`src/rtl/booth_csa_pkg.sv`:
```
package booth_csa_pkg;

  // width of the recoded multiplier: room for a non-negative top digit
  // when unsigned, rounded up to an even count of bits
  function automatic int ext_width(input int b_w, input int sgn);
    int base;
    base = (sgn != 0) ? b_w : b_w + 1;
    return base + (base % 2);
  endfunction

  function automatic int digit_count(input int b_w, input int sgn);
    return ext_width(b_w, sgn) / 2;
  endfunction

endpackage

```
`src/rtl/booth_csa_enc.sv`:
```
module booth_csa_enc
  import booth_csa_pkg::*;
#(
  parameter int B_W        = 7,
  parameter int SIGNED_OPS = 1,
  localparam int BX_W      = ext_width(B_W, SIGNED_OPS),
  localparam int NDIG      = digit_count(B_W, SIGNED_OPS)
) (
  input  logic [B_W-1:0]  op_b_i,
  output logic [NDIG-1:0] neg_o,
  output logic [NDIG-1:0] one_o,
  output logic [NDIG-1:0] two_o
);

  logic [BX_W-1:0] b_ext;
  logic [BX_W:0]   b_grp;

  generate
    if (BX_W > B_W) begin : g_ext
      logic fill;
      assign fill  = (SIGNED_OPS != 0) ? op_b_i[B_W-1] : 1'b0;
      assign b_ext = {{(BX_W-B_W){fill}}, op_b_i};
    end else begin : g_noext
      assign b_ext = op_b_i;
    end
  endgenerate

  assign b_grp = {b_ext, 1'b0};

  for (genvar d = 0; d < NDIG; d++) begin : g_dig
    logic [2:0] g;
    assign g        = b_grp[2*d+2 -: 3];
    assign one_o[d] = g[1] ^ g[0];
    assign two_o[d] = (g == 3'b011) || (g == 3'b100);
    // 111 is -0: keep it positive so a zero digit injects nothing
    assign neg_o[d] = g[2] & ~(g[1] & g[0]);
  end

endmodule

```
`src/rtl/booth_csa_ppgen.sv`:
```
module booth_csa_ppgen
  import booth_csa_pkg::*;
#(
  parameter int A_W        = 8,
  parameter int B_W        = 7,
  parameter int SIGNED_OPS = 1,
  localparam int W         = A_W + B_W,
  localparam int NDIG      = digit_count(B_W, SIGNED_OPS)
) (
  input  logic [A_W-1:0]  op_a_i,
  input  logic [NDIG-1:0] neg_i,
  input  logic [NDIG-1:0] one_i,
  input  logic [NDIG-1:0] two_i,
  output logic [W-1:0]    rows_o [NDIG],
  output logic [W-1:0]    inj_o
);

  logic [W-1:0] a_ext;
  logic         a_fill;

  assign a_fill = (SIGNED_OPS != 0) ? op_a_i[A_W-1] : 1'b0;
  assign a_ext  = {{B_W{a_fill}}, op_a_i};

  for (genvar d = 0; d < NDIG; d++) begin : g_row
    logic [W-1:0] mag;
    logic [W-1:0] cond;
    always_comb begin
      mag = '0;
      if (one_i[d])      mag = a_ext;
      else if (two_i[d]) mag = a_ext << 1;
      cond = neg_i[d] ? ~mag : mag;
    end
    assign rows_o[d] = cond << (2*d);
  end

  // +1 corrections of negated rows; positions 2d never collide
  always_comb begin
    inj_o = '0;
    for (int d = 0; d < NDIG; d++) inj_o[2*d] = neg_i[d];
  end

endmodule

```
`src/rtl/booth_csa_tree.sv`:
```
module booth_csa_tree #(
  parameter int W    = 15,
  parameter int NROW = 4,
  localparam int NST = (NROW > 1) ? NROW - 1 : 1
) (
  input  logic [W-1:0] rows_i [NROW],
  input  logic [W-1:0] inj_i,
  output logic [W-1:0] sum_o,
  output logic [W-1:0] carry_o
);

  logic [W-1:0] s_st [NST+1];
  logic [W-1:0] c_st [NST+1];

  // correction vector seeds the carry rail, saving one adder row
  assign s_st[0] = rows_i[0];
  assign c_st[0] = inj_i;

  for (genvar k = 0; k < NST; k++) begin : g_stage
    logic [W-1:0] x;
    logic [W-1:0] maj;
    if (k + 1 < NROW) begin : g_in
      assign x = rows_i[k+1];
    end else begin : g_pad
      assign x = '0;
    end
    assign s_st[k+1] = s_st[k] ^ c_st[k] ^ x;
    assign maj       = (s_st[k] & c_st[k]) | (s_st[k] & x) | (c_st[k] & x);
    assign c_st[k+1] = {maj[W-2:0], 1'b0};
  end

  assign sum_o   = s_st[NST];
  assign carry_o = c_st[NST];

endmodule

```
`src/rtl/booth_csa_mul.sv`:
```
module booth_csa_mul
  import booth_csa_pkg::*;
#(
  parameter int A_W        = 8,
  parameter int B_W        = 7,
  parameter int SIGNED_OPS = 1,
  localparam int W         = A_W + B_W,
  localparam int NDIG      = digit_count(B_W, SIGNED_OPS)
) (
  input  logic [A_W-1:0] op_a_i,
  input  logic [B_W-1:0] op_b_i,
  output logic [W-1:0]   psum_o,
  output logic [W-1:0]   pcarry_o
);

  logic [NDIG-1:0] dig_neg;
  logic [NDIG-1:0] dig_one;
  logic [NDIG-1:0] dig_two;
  logic [W-1:0]    pp_rows [NDIG];
  logic [W-1:0]    pp_inj;

  booth_csa_enc #(
    .B_W(B_W), .SIGNED_OPS(SIGNED_OPS)
  ) u_enc (
    .op_b_i(op_b_i), .neg_o(dig_neg), .one_o(dig_one), .two_o(dig_two)
  );

  booth_csa_ppgen #(
    .A_W(A_W), .B_W(B_W), .SIGNED_OPS(SIGNED_OPS)
  ) u_ppgen (
    .op_a_i(op_a_i), .neg_i(dig_neg), .one_i(dig_one), .two_i(dig_two),
    .rows_o(pp_rows), .inj_o(pp_inj)
  );

  booth_csa_tree #(
    .W(W), .NROW(NDIG)
  ) u_tree (
    .rows_i(pp_rows), .inj_i(pp_inj), .sum_o(psum_o), .carry_o(pcarry_o)
  );

endmodule

```
`config.mk`:
```
export PLATFORM = sky130hd
export DESIGN_NAME = booth_csa_mul
export DESIGN_NICKNAME = d
export VERILOG_FILES = /design/src/rtl/booth_csa_pkg.sv /design/src/rtl/booth_csa_enc.sv /design/src/rtl/booth_csa_ppgen.sv /design/src/rtl/booth_csa_tree.sv /design/src/rtl/booth_csa_mul.sv
export SDC_FILE = /design/constraint.sdc
export NUM_CORES = 1
export LEC_CHECK = 0
export ABC_AREA = 1
export BUFFER_PORTS_ARGS = -buffer_cell sky130_fd_sc_hd__buf_2
export CAP_MARGIN = 15
export CORE_MARGIN = 1
export CORE_UTILIZATION = 50
export DETAILED_ROUTE_END_ITERATION = 6
export PLACE_DENSITY = 0.84
export SYNTH_ARGS = -nofsm -noshare
export SYNTH_HDL_FRONTEND = slang
export SYNTH_SLANG_ARGS = --single-unit
```
`constraint.sdc`:
```
create_clock -name vclk -period 3.4
set_input_delay 0.17 -clock vclk [all_inputs]
set_output_delay 0.17 -clock vclk [all_outputs]
set_load 0.1 [all_outputs]
```
==> out/results.ini <==
[sta]
finalMaxSlewViolations=0
max_freq_mhz=317
fin_tns_setup_ns=0
period_needed_ns=3.16
hold_viol_final=0
setup_viol=0
whs_ns=0.899
rsz0062_at_grt=no
setup_ws_ns=0.241
post-route-period-util_pct=92.9

[logic_synthesis]
ys_warn_count=0
synth_xor_area_share_pct=13.0
synth_cell_type_count=25
synth_compound_area_share_pct=9.88
synthTopCellsByCount=nand2_1 (69), inv_1 (52), xor2_1 (21)
synthAdderAreaFrac_pct=34.4
synthMuxAreaShare_pct=0
synth_top_family_by_area=adder cells
synthCells=247
synthSimpleGateAreaFrac_pct=24.3
synth_top_area_share_pct=19.8
ys_top_cells_by_area=fa_1 (20%), nand2_1 (16%), ha_1 (15%)
synth_top_area_cell=fa_1
syn_area_per_cell_um2=6.56
yosysMostFrequentCell=nand2_1
syn-cell-area_um2=1620
seq_area_frac_synth_pct=0

[cells_and_area]
clock_buffers=0
fin_nets=334
post-route-util_pct=66.5
seq_cells=0
nFillCells=273
area_growth_pct=25.3
seq_area_um2=0
drive_above_1_share_pct=19.5
antennaDiodeCount=0

[detailed_routing]
wl_met2_um=1830
vias=1606
finalWirelength_um=3560
drc_errors=0
dr_wl_met3_um=192
wl_per_cell_um=10.9
wl_met1_um=1550
drt_iter0_markers=33
vias_per_cell=4.93
highest_layer=met3
drtPass1Iterations=4
ant_nets=0

[floorplan]
die_y_um=58.9
io_pins=45
die-width_um=58.9
start_util_pct=53.1
rows=20
die_area_um2=3470
core-area_um2=3050

[worst_setup_path]
critPathMostFrequentCell=inv_1
cp.arrival_ns=2.99
crit_path_end_kind=output port
cpPeakStageDelay_ns=0.52
crit_fanout=15
worstPathRequired_ns=3.23
critPathKind=in -> out
slowest_stage=fa_1
crit_chain=clkbuf_4 > inv_1 > ha_1 > inv_1 > nand3_4 > nand2_1 > xor2_1 > inv_1 > ha_1 > inv_1 > fa_1 > inv_1 > fa_1 > buf_12
crit_path_start_kind=primary input

[outcome]
status=complete, no violations

[global_routing]
grt_pass1_wl_um=6010
grt_overflow=0
grt_pass1_vias=1438
grt_max_degree=16
antenna_found_initial=0
track_usage_pct=21.7

[worst_hold_path]
hp-class=in -> out

[job]
drv_cap=0

[place]
dpl.hpwl_um=3110
place.gp.congestion=0.939
port_buffers=41
place_ws_ns=0.171

[clock_network]
post_cts_buffers=0

[worst paths after layout]
| path | start | cells past startpoint | end |
|---|---|---|---|
| setup / recovery | op_b_i[1] | 14 | psum_o[10] |
| hold / removal | op_b_i[1] | 3 | psum_o[0] |
[kinds of logic (layout without fill, tap and decap cells)]
kind of cell | count (synthesis) | after routing
adders and majority gates | 35 | 35
AOI/OAI and AO/OA | 29 | 29
buffers and inverters | 67 | 99
and+or+nand+nor | 91 | 91
other | 1 | 4
xor gates and xnor gates | 24 | 24
[what timing repair did]
action / CTS / global route
endpoints found under the hold margin: 0 / 0
hold buffers: 0 / 0
resized for setup: 0 / 1
setup endpoints to repair: 0 / 4
[stage by stage]
step | std cells | cell area [um2]
floorplan | 250 | 1630
global placement | 326 | 2030
detailed placement | 326 | 2030
CTS | 326 | 2030
global route | 326 | 2030
finish | 326 | 2030
[cells in the final DEF, fill, tap and decap left out]
master	Yosys	final
o21ai_2	1	1
o21ai_1	1	1
xor2_1	21	21
fa_1	16	15
inv_2	2	2
nand2_1	69	69
or2_2	1	1
fa_2	0	1
buf_2	4	27
ha_1	19	19
nand3_1	15	15
xnor2_1	3	3
nand3_4	1	1
a31oi_1	1	1
nand2_2	1	1
clkbuf_4	0	1
a21boi_0	1	1
buf_4	8	4
nor2_1	1	1
o211ai_1	3	3
nor2_2	1	1
a21oi_1	2	2
conb_1	1	4
nand3_2	2	2
inv_1	52	52
o21ai_0	20	20
buf_12	0	13
[worst max-delay path: cells and delay by family]
family	cells	cell delay, ns
adders and majority gates	4	1.63
buffers and inverters	7	0.76
and+or+nand+nor	2	0.23
xor gates and xnor gates	1	0.18
[layer usage]
metal	global-route usage, %	vias up
met1	27.9	736
met2	41.4	60
li1	-	810
met5	0	-
met3	0.440	0
met4	2.72	0
[final cells by class]
cell class,count,area (um2),area share (%)
inverter,54,203,9.98
timing repair buffer,45,433,21.3
multi-input combinational,183,1340,66.0
tap,44,55.1,2.71
Power is left out: the tool's default activity adds up to more than one toggle a clock period on the data nets, which glitch-free logic cannot reach.
